$ cat src/rtl/pkt_alloc_pkg.sv
package pkt_alloc_pkg;
  localparam int PN_W = 7;

  typedef enum logic [2:0] {
    OP_NOP     = 3'd0,
    OP_ALLOC   = 3'd1,
    OP_RESET   = 3'd2,
    OP_REMOVE  = 3'd3,
    OP_RELEASE = 3'd4,
    OP_FREE    = 3'd5,
    OP_ENQ     = 3'd6,
    OP_TXRST   = 3'd7
  } op_e;

  localparam logic [7:0] RES_FAIL = 8'h80;
endpackage

$ cat src/rtl/pkt_num_fifo.sv
module pkt_num_fifo #(
  parameter int DEPTH = 16,
  parameter int W     = 7
) (
  input  logic         clk_i,
  input  logic         rst_ni,
  input  logic         clear_i,
  input  logic         push_i,
  input  logic [W-1:0] data_i,
  input  logic         pop_i,
  output logic [W-1:0] head_o,
  output logic         empty_o
);
  localparam int AW = $clog2(DEPTH);
  localparam int CW = AW + 1;

  logic [W-1:0]  mem_q [DEPTH];
  logic [AW-1:0] wr_q, rd_q;
  logic [CW-1:0] cnt_q;
  logic full, push_ok, pop_ok;

  assign full    = (cnt_q == CW'(DEPTH));
  assign empty_o = (cnt_q == '0);
  assign push_ok = push_i && !full;
  assign pop_ok  = pop_i && !empty_o;
  assign head_o  = empty_o ? '0 : mem_q[rd_q];

  always_ff @(posedge clk_i or negedge rst_ni) begin
    if (!rst_ni) begin
      wr_q  <= '0;
      rd_q  <= '0;
      cnt_q <= '0;
    end else if (clear_i) begin
      wr_q  <= '0;
      rd_q  <= '0;
      cnt_q <= '0;
    end else begin
      if (push_ok) wr_q <= (wr_q == AW'(DEPTH-1)) ? '0 : wr_q + 1'b1;
      if (pop_ok)  rd_q <= (rd_q == AW'(DEPTH-1)) ? '0 : rd_q + 1'b1;
      case ({push_ok, pop_ok})
        2'b10:   cnt_q <= cnt_q + 1'b1;
        2'b01:   cnt_q <= cnt_q - 1'b1;
        default: cnt_q <= cnt_q;
      endcase
    end
  end

  always_ff @(posedge clk_i) begin
    if (push_ok) mem_q[wr_q] <= data_i;
  end

  // a push into a full queue leaves the occupancy unchanged
  a_r11_no_overflow: assert property (@(posedge clk_i) disable iff (!rst_ni)
    (full && push_i && !pop_i && !clear_i) |=> $stable(cnt_q));
  // a pop from an empty queue leaves it empty
  a_r8_pop_empty: assert property (@(posedge clk_i) disable iff (!rst_ni)
    (empty_o && pop_i && !push_i && !clear_i) |=> empty_o);
endmodule

$ cat src/rtl/pkt_page_ledger.sv
module pkt_page_ledger
  import pkt_alloc_pkg::*;
#(
  parameter int TOTAL_PAGES = 32,
  parameter int NUM_PKTS    = 16,
  parameter int REQ_W       = 5,
  parameter int RSV_W       = 5
) (
  input  logic             clk_i,
  input  logic             rst_ni,
  input  logic             clear_i,
  input  logic             alloc_i,
  input  logic [REQ_W-1:0] size_m1_i,
  input  logic             free_i,
  input  logic [PN_W-1:0]  free_num_i,
  input  logic [RSV_W-1:0] tx_rsv_i,
  output logic [7:0]       free_pages_o,
  output logic [7:0]       alloc_res_o
);
  localparam int NUM_W = (NUM_PKTS > 1) ? $clog2(NUM_PKTS) : 1;
  localparam int PG_W  = 8;

  logic [PG_W-1:0]   free_q;
  logic [NUM_PKTS-1:0] used_q;
  logic [PG_W-1:0]   pages_q [NUM_PKTS];
  logic [7:0]        res_q;

  logic [PG_W-1:0]  req, rsv, avail;
  logic             any_unused, fail;
  logic [NUM_W-1:0] pick;
  logic [NUM_W-1:0] fidx;
  logic             free_hit;

  assign req   = PG_W'(size_m1_i) + 1'b1;
  assign rsv   = PG_W'(tx_rsv_i);
  assign avail = (free_q > rsv) ? (free_q - rsv) : '0;

  always_comb begin
    any_unused = 1'b0;
    pick       = '0;
    for (int i = NUM_PKTS - 1; i >= 0; i--) begin
      if (!used_q[i]) begin
        any_unused = 1'b1;
        pick       = NUM_W'(i);
      end
    end
  end

  assign fail     = (req > avail) || !any_unused;
  assign fidx     = free_num_i[NUM_W-1:0];
  assign free_hit = free_i && (free_num_i < PN_W'(NUM_PKTS)) && used_q[fidx];

  always_ff @(posedge clk_i or negedge rst_ni) begin
    if (!rst_ni) begin
      free_q <= PG_W'(TOTAL_PAGES);
      used_q <= '0;
      res_q  <= RES_FAIL;
    end else if (clear_i) begin
      free_q <= PG_W'(TOTAL_PAGES);
      used_q <= '0;
      res_q  <= RES_FAIL;
    end else if (alloc_i) begin
      if (fail) begin
        res_q <= RES_FAIL;
      end else begin
        res_q        <= {1'b0, PN_W'(pick)};
        used_q[pick] <= 1'b1;
        free_q       <= free_q - req;
      end
    end else if (free_hit) begin
      used_q[fidx] <= 1'b0;
      free_q       <= free_q + pages_q[fidx];
    end
  end

  always_ff @(posedge clk_i) begin
    if (alloc_i && !fail && !clear_i) pages_q[pick] <= req;
  end

  assign free_pages_o = free_q;
  assign alloc_res_o  = res_q;

  // free count never exceeds the memory size
  a_r12_free_bounded: assert property (@(posedge clk_i) disable iff (!rst_ni)
    free_q <= PG_W'(TOTAL_PAGES));
  // a failed allocation leaves the free count alone
  a_r3_fail_keeps_free: assert property (@(posedge clk_i) disable iff (!rst_ni)
    (alloc_i && !clear_i && (req > avail)) |=> (res_q == RES_FAIL) && $stable(free_q));
  // a granted allocation lowers the free count
  a_r2_grant_takes_pages: assert property (@(posedge clk_i) disable iff (!rst_ni)
    (alloc_i && !clear_i && !fail) |=> (free_q < $past(free_q)) && !res_q[7]);
  // no grant when the number pool is exhausted
  a_r4_pool_empty: assert property (@(posedge clk_i) disable iff (!rst_ni)
    (alloc_i && !clear_i && (&used_q)) |=> res_q[7]);
endmodule

$ cat src/rtl/pkt_busy_timer.sv
module pkt_busy_timer #(
  parameter int BUSY_CYC = 4
) (
  input  logic clk_i,
  input  logic rst_ni,
  input  logic clear_i,
  input  logic start_i,
  output logic busy_o
);
  localparam int CW = $clog2(BUSY_CYC + 1);
  logic [CW-1:0] cnt_q;

  always_ff @(posedge clk_i or negedge rst_ni) begin
    if (!rst_ni)              cnt_q <= '0;
    else if (clear_i)         cnt_q <= '0;
    else if (start_i)         cnt_q <= CW'(BUSY_CYC);
    else if (cnt_q != '0)     cnt_q <= cnt_q - 1'b1;
  end

  assign busy_o = (cnt_q != '0);

  // a release raises busy on the next cycle
  a_r6_busy_starts: assert property (@(posedge clk_i) disable iff (!rst_ni)
    (start_i && !clear_i) |=> busy_o);
endmodule

$ cat src/rtl/pkt_page_alloc.sv
module pkt_page_alloc
  import pkt_alloc_pkg::*;
#(
  parameter int TOTAL_PAGES = 32,
  parameter int NUM_PKTS    = 16,
  parameter int Q_DEPTH     = 16,
  parameter int BUSY_CYC    = 4
) (
  input  logic            clk_i,
  input  logic            rst_ni,
  input  logic            cmd_valid_i,
  input  logic [7:0]      cmd_i,
  input  logic [PN_W-1:0] pnr_i,
  input  logic [4:0]      tx_rsv_i,
  input  logic            rx_push_i,
  input  logic [PN_W-1:0] rx_pkt_i,
  output logic [7:0]      alloc_res_o,
  output logic            busy_o,
  output logic [15:0]     qhead_o,
  output logic [15:0]     mem_info_o
);
  localparam int REQ_W = 5;

  op_e op;
  logic is_alloc, is_reset, is_remove, is_release, is_free, is_enq, is_txrst;
  logic [PN_W-1:0] rx_head, tx_head, free_num;
  logic rx_empty, tx_empty, free_req;
  logic [7:0] free_pages;

  assign op         = op_e'(cmd_i[7:5]);
  assign is_alloc   = cmd_valid_i && (op == OP_ALLOC);
  assign is_reset   = cmd_valid_i && (op == OP_RESET);
  assign is_remove  = cmd_valid_i && (op == OP_REMOVE);
  assign is_release = cmd_valid_i && (op == OP_RELEASE);
  assign is_free    = cmd_valid_i && (op == OP_FREE);
  assign is_enq     = cmd_valid_i && (op == OP_ENQ);
  assign is_txrst   = cmd_valid_i && (op == OP_TXRST);

  assign free_req = (is_release && !rx_empty) || is_free;
  assign free_num = is_release ? rx_head : pnr_i;

  pkt_num_fifo #(.DEPTH(Q_DEPTH), .W(PN_W)) u_rxq (
    .clk_i, .rst_ni,
    .clear_i (is_reset),
    .push_i  (rx_push_i),
    .data_i  (rx_pkt_i),
    .pop_i   (is_remove || is_release),
    .head_o  (rx_head),
    .empty_o (rx_empty)
  );

  pkt_num_fifo #(.DEPTH(Q_DEPTH), .W(PN_W)) u_txq (
    .clk_i, .rst_ni,
    .clear_i (is_reset || is_txrst),
    .push_i  (is_enq),
    .data_i  (pnr_i),
    .pop_i   (1'b0),
    .head_o  (tx_head),
    .empty_o (tx_empty)
  );

  pkt_page_ledger #(
    .TOTAL_PAGES(TOTAL_PAGES), .NUM_PKTS(NUM_PKTS), .REQ_W(REQ_W), .RSV_W(5)
  ) u_ledger (
    .clk_i, .rst_ni,
    .clear_i      (is_reset),
    .alloc_i      (is_alloc),
    .size_m1_i    (cmd_i[REQ_W-1:0]),
    .free_i       (free_req),
    .free_num_i   (free_num),
    .tx_rsv_i     (tx_rsv_i),
    .free_pages_o (free_pages),
    .alloc_res_o  (alloc_res_o)
  );

  pkt_busy_timer #(.BUSY_CYC(BUSY_CYC)) u_busy (
    .clk_i, .rst_ni,
    .clear_i (is_reset),
    .start_i (is_release || is_free),
    .busy_o  (busy_o)
  );

  assign qhead_o    = {rx_empty, rx_head, tx_empty, tx_head};
  assign mem_info_o = {free_pages, 8'(TOTAL_PAGES)};

  // the reset command empties both queues and restores all pages
  a_r12_reset_cmd: assert property (@(posedge clk_i) disable iff (!rst_ni)
    is_reset |=> (qhead_o == 16'h8080) && (mem_info_o[15:8] == 8'(TOTAL_PAGES)));
  // clearing the transmit queue leaves it empty
  a_r10_txrst: assert property (@(posedge clk_i) disable iff (!rst_ni)
    is_txrst |=> qhead_o[7]);
  // releasing a non-empty head never lowers the free count
  a_r9_release_frees: assert property (@(posedge clk_i) disable iff (!rst_ni)
    (is_release && !rx_empty) |=> mem_info_o[15:8] >= $past(mem_info_o[15:8]));
endmodule

$ cat config.mk
export PLATFORM = sky130hd
export DESIGN_NAME = pkt_page_alloc
export DESIGN_NICKNAME = d
export VERILOG_FILES = /design/src/rtl/pkt_alloc_pkg.sv /design/src/rtl/pkt_num_fifo.sv /design/src/rtl/pkt_page_ledger.sv /design/src/rtl/pkt_busy_timer.sv /design/src/rtl/pkt_page_alloc.sv
export SDC_FILE = /design/constraint.sdc
export NUM_CORES = 1
export LEC_CHECK = 0
export BUFFER_PORTS_ARGS = -buffer_cell sky130_fd_sc_hd__buf_2
export CAP_MARGIN = 20
export CORE_ASPECT_RATIO = 1.75
export CORE_MARGIN = 3
export CORE_UTILIZATION = 55
export CTS_CLUSTER_DIAMETER = 120
export DETAILED_ROUTE_END_ITERATION = 16
export PLACE_DENSITY = 0.7
export SETUP_SLACK_MARGIN = 0.1
export SLEW_MARGIN = 15
export SYNTH_ARGS = -nofsm -noshare
export SYNTH_HDL_FRONTEND = slang
export SYNTH_SLANG_ARGS = --single-unit
$ cat constraint.sdc
create_clock -name clk_i -period 7.1 [get_ports clk_i]
set_input_delay 0.355 -clock clk_i [delete_from_list [all_inputs] [get_ports clk_i]]
set_output_delay 0.355 -clock clk_i [all_outputs]
set_load 0.02 [all_outputs]
==> impl_metrics.tcl <==
set metrics [dict create \
    status "complete, no violations" \
    period_minus_slack_ns 5.99 \
    grt_max_degree 55 \
    rows 74 \
    cp_max_fo 32 \
    yosysWarnings 0 \
    fin_util 0.618 \
    maxSlewViolCount 0 \
    grt_overflow 0 \
    synth-seq-area-share 0.593 \
    synth-seq-cells 269 \
    relSlewSlack 0.360 \
    synth_edf_count 215 \
    tightest_slew_ns 0.957 \
    synth_simple_gate_area_frac 0.129 \
    synth_compound_area_frac 0.0938 \
    synth_fa_ha_area_frac 0.0369 \
    clk_pin_slew_ns 0.07 \
    wl_um 32100 \
    synth_cell_types 88 \
    drtPass1Iterations 4 \
    diodes 0 \
    required_ns 7.51 \
    fin_skew_ns 0.0109 \
    clockBufferDepth 3 \
    clkLatencyLatePin_ns 0.53 \
    hold_violations 0 \
    rsz0062_at_grt "false" \
    final_nets 1118 \
    arrival_ns 6.40 \
    grt_pass1_wl_um 49500 \
    numCtsBuffers 24 \
    die_area_mm2 0.0259 \
    hold_depth 1 \
    io_buffers 60 \
    power_uw 4810 \
    cap_violations 0 \
    pin_count 72 \
    drc 0 \
    synthMuxAreaShare 0.0896 \
    gp_congestion 0.888 \
    final_common_cell "edfxtp_1" \
    drtIter0Drc 658 \
    grt_usage 0.257 \
    synthXorXnorAreaFrac 0.0179 \
    final_cell_mix "215 x edfxtp_1, 76 x nand2_1, 60 x buf_2" \
    startpoint "u_rxq.rd_q[1]" \
    async_flop_share 0.201 \
    post_cts_buffers 0 \
    drive_gt1_frac 0.181 \
    critPathCaptureType "register" \
    vias 8473 \
    viasPerCell 6.18 \
    drtAntennaViolNets 0 \
    r2r-start "u_rxq.rd_q[1]" \
    syn-cell-area_mm2 0.0132 \
    syn_to_final_growth_pct 9.96 \
    routedWlPerCell_um 23.4 \
    n_fill_cell 1822 \
    cts-root-buf "clkbuf_16" \
    setup_viol 0 \
    hold_path.class "primary input to register" \
    multi_input_area_mm2 0.00492 \
    final-seq-area_mm2 0.00781 \
    max-vdd-ir-drop_mv 0.284 \
    hpwlAfterDp_um 23600 \
    fin_crit_sh 0.843 \
    cts_tree "built" \
    power.density_mw_per_mm2 332 \
    antenna_found_initial 0 \
    synth-main-ff-cell "edfxtp_1" \
    hold_slack_ns 0.0245 \
    die_h_um 211 \
    finalSetupTns_ns 0 \
    grt_pass1_vias 8557 \
    reg2reg_depth 22 \
    fmax_mhz 167 \
    syn_inst 989 \
    cts_sinks 269 \
    synth_top_family_by_area "simple AND/OR/NAND/NOR gates" \
    p_leak_uw 0.00537 \
    core_mm2 0.0234 \
    synth_area_per_cell_um2 13.3 \
    start_util 0.562 \
    h-tree-depth 1 \
    min_from "pnr_i[4]" \
    crit_type "register to register" \
    die_x_um 123 \
    start_kind "register" \
]
final cells by class:
| class | count | share of cell area |
|---|---|---|
| sequential | 269 | 0.540 |
| multi-input combinational | 646 | 0.340 |
| clock buffer | 29 | 0.0443 |
| timing repair buffer | 77 | 0.0297 |
| tap | 304 | 0.0263 |
| clock inverter | 15 | 0.0123 |
| inverter | 32 | 0.00830 |
layer usage:
layer,vias to the layer above,global-route usage,part of all wire
met2,281,0.504,0.58
met4,0,0.0932,0.038
li1,3846,-,-
met5,-,0,0
met1,4279,0.277,0.33
met3,67,0.0265,0.046
synthesized netlist by cell type (9+ instances only):
library cell | count | area share
a21oi_1 | 50 | 0.019
and2_1 | 16 | 0.0076
buf_4 | 19 | 0.011
buf_6 | 12 | 0.010
clkbuf_1 | 9 | 0.0026
dfrtp_1 | 52 | 0.099
edfxtp_1 | 215 | 0.49
ha_1 | 34 | 0.032
inv_1 | 32 | 0.0091
mux2_2 | 25 | 0.021
mux2i_1 | 47 | 0.036
mux4_2 | 15 | 0.026
nand2_1 | 76 | 0.022
nand2b_1 | 16 | 0.0076
nand3_1 | 34 | 0.013
nand4_1 | 16 | 0.0076
nor2_1 | 57 | 0.016
nor2b_1 | 20 | 0.0095
nor3_1 | 19 | 0.0072
o21ai_0 | 23 | 0.0087
o22a_1 | 17 | 0.011
o22ai_1 | 12 | 0.0057
xnor2_1 | 13 | 0.0086
xor2_1 | 12 | 0.0080
cells by family (layout without fill, tap and decap cells):
group                    Yosys count  count (layout)
adder cells (fa/ha/maj)           37              37
buffers and inverters             83             153
XOR/XNOR                          26              26
AO/OA/AOI/OAI                    176             176
AND/OR/NAND/NOR                  302             302
flip-flops                       269             269
other                              2              11
multiplexers                      94              94
final timing paths:
check	slack [ns]	to
worst min-delay path	0.02	u_txq.mem_q[0][4]
worst min register to register	0.50	u_ledger.alloc_res_o[3]
worst max-delay path	1.11	u_ledger.free_pages_o[7]
worst max register to register	1.11	u_ledger.free_pages_o[7]
min in group asynchronous	0.51	u_txq.cnt_q[1]
max in group asynchronous	6.07	u_rxq.rd_q[1]
stage by stage:
step,instances,cell area [um2],worst slack [ns]
global placement,1327,13600,1.24
CTS,1372,14500,1.14
global route,1372,14500,0.777
detailed placement,1327,13600,1.15
finish,1372,14500,1.11
floorplan,998,13200,2.17
worst max-delay path: stages (launching register included):
cell and delay [ns]:
dfrtp_2 0.90, nor2b_1 0.17, a22o_1 0.27, or4b_1 0.56
and3_1 0.44, nor2_2 0.45, a221oi_1 0.13, nor2_1 0.30
nor2_1 0.10, ha_1 0.28, mux2_2 0.29, inv_1 0.06
ha_1 0.21, nor2b_1 0.12, o21ai_0 0.14, nand2b_1 0.11
a21o_1 0.19, a21o_1 0.20, a21o_1 0.18, a21oi_1 0.26
xnor2_2 0.17, nor4_2 0.05, a221o_1 0.27
sequential cells by signal, indices dropped and copies added (netlist names), 5 cells and up:
register	cells
u_ledger.alloc_res_o	5
u_ledger.free_pages_o	8
u_ledger.pages_q	96
u_ledger.used_q	16
u_rxq.cnt_q	5
u_rxq.mem_q	112
u_txq.cnt_q	5
u_txq.mem_q	7
where the power goes:
group          leakage (uW)  internal, uW  switching [uW]  total, uW
logic               0.00235           599             831       1430
clock network      0.000394           790             569       1360
registers           0.00263          1850             173       2020
total               0.00537          3240            1570       4810
repair_timing:
action                                  4_1_cts  5_1_grt
hold endpoints to repair                     31        0
hold buffers                                  1        0
gates resized for setup                       0        0
endpoints found under the setup margin        0        0
No activity file was read; power rests on OpenSTA's default activity.
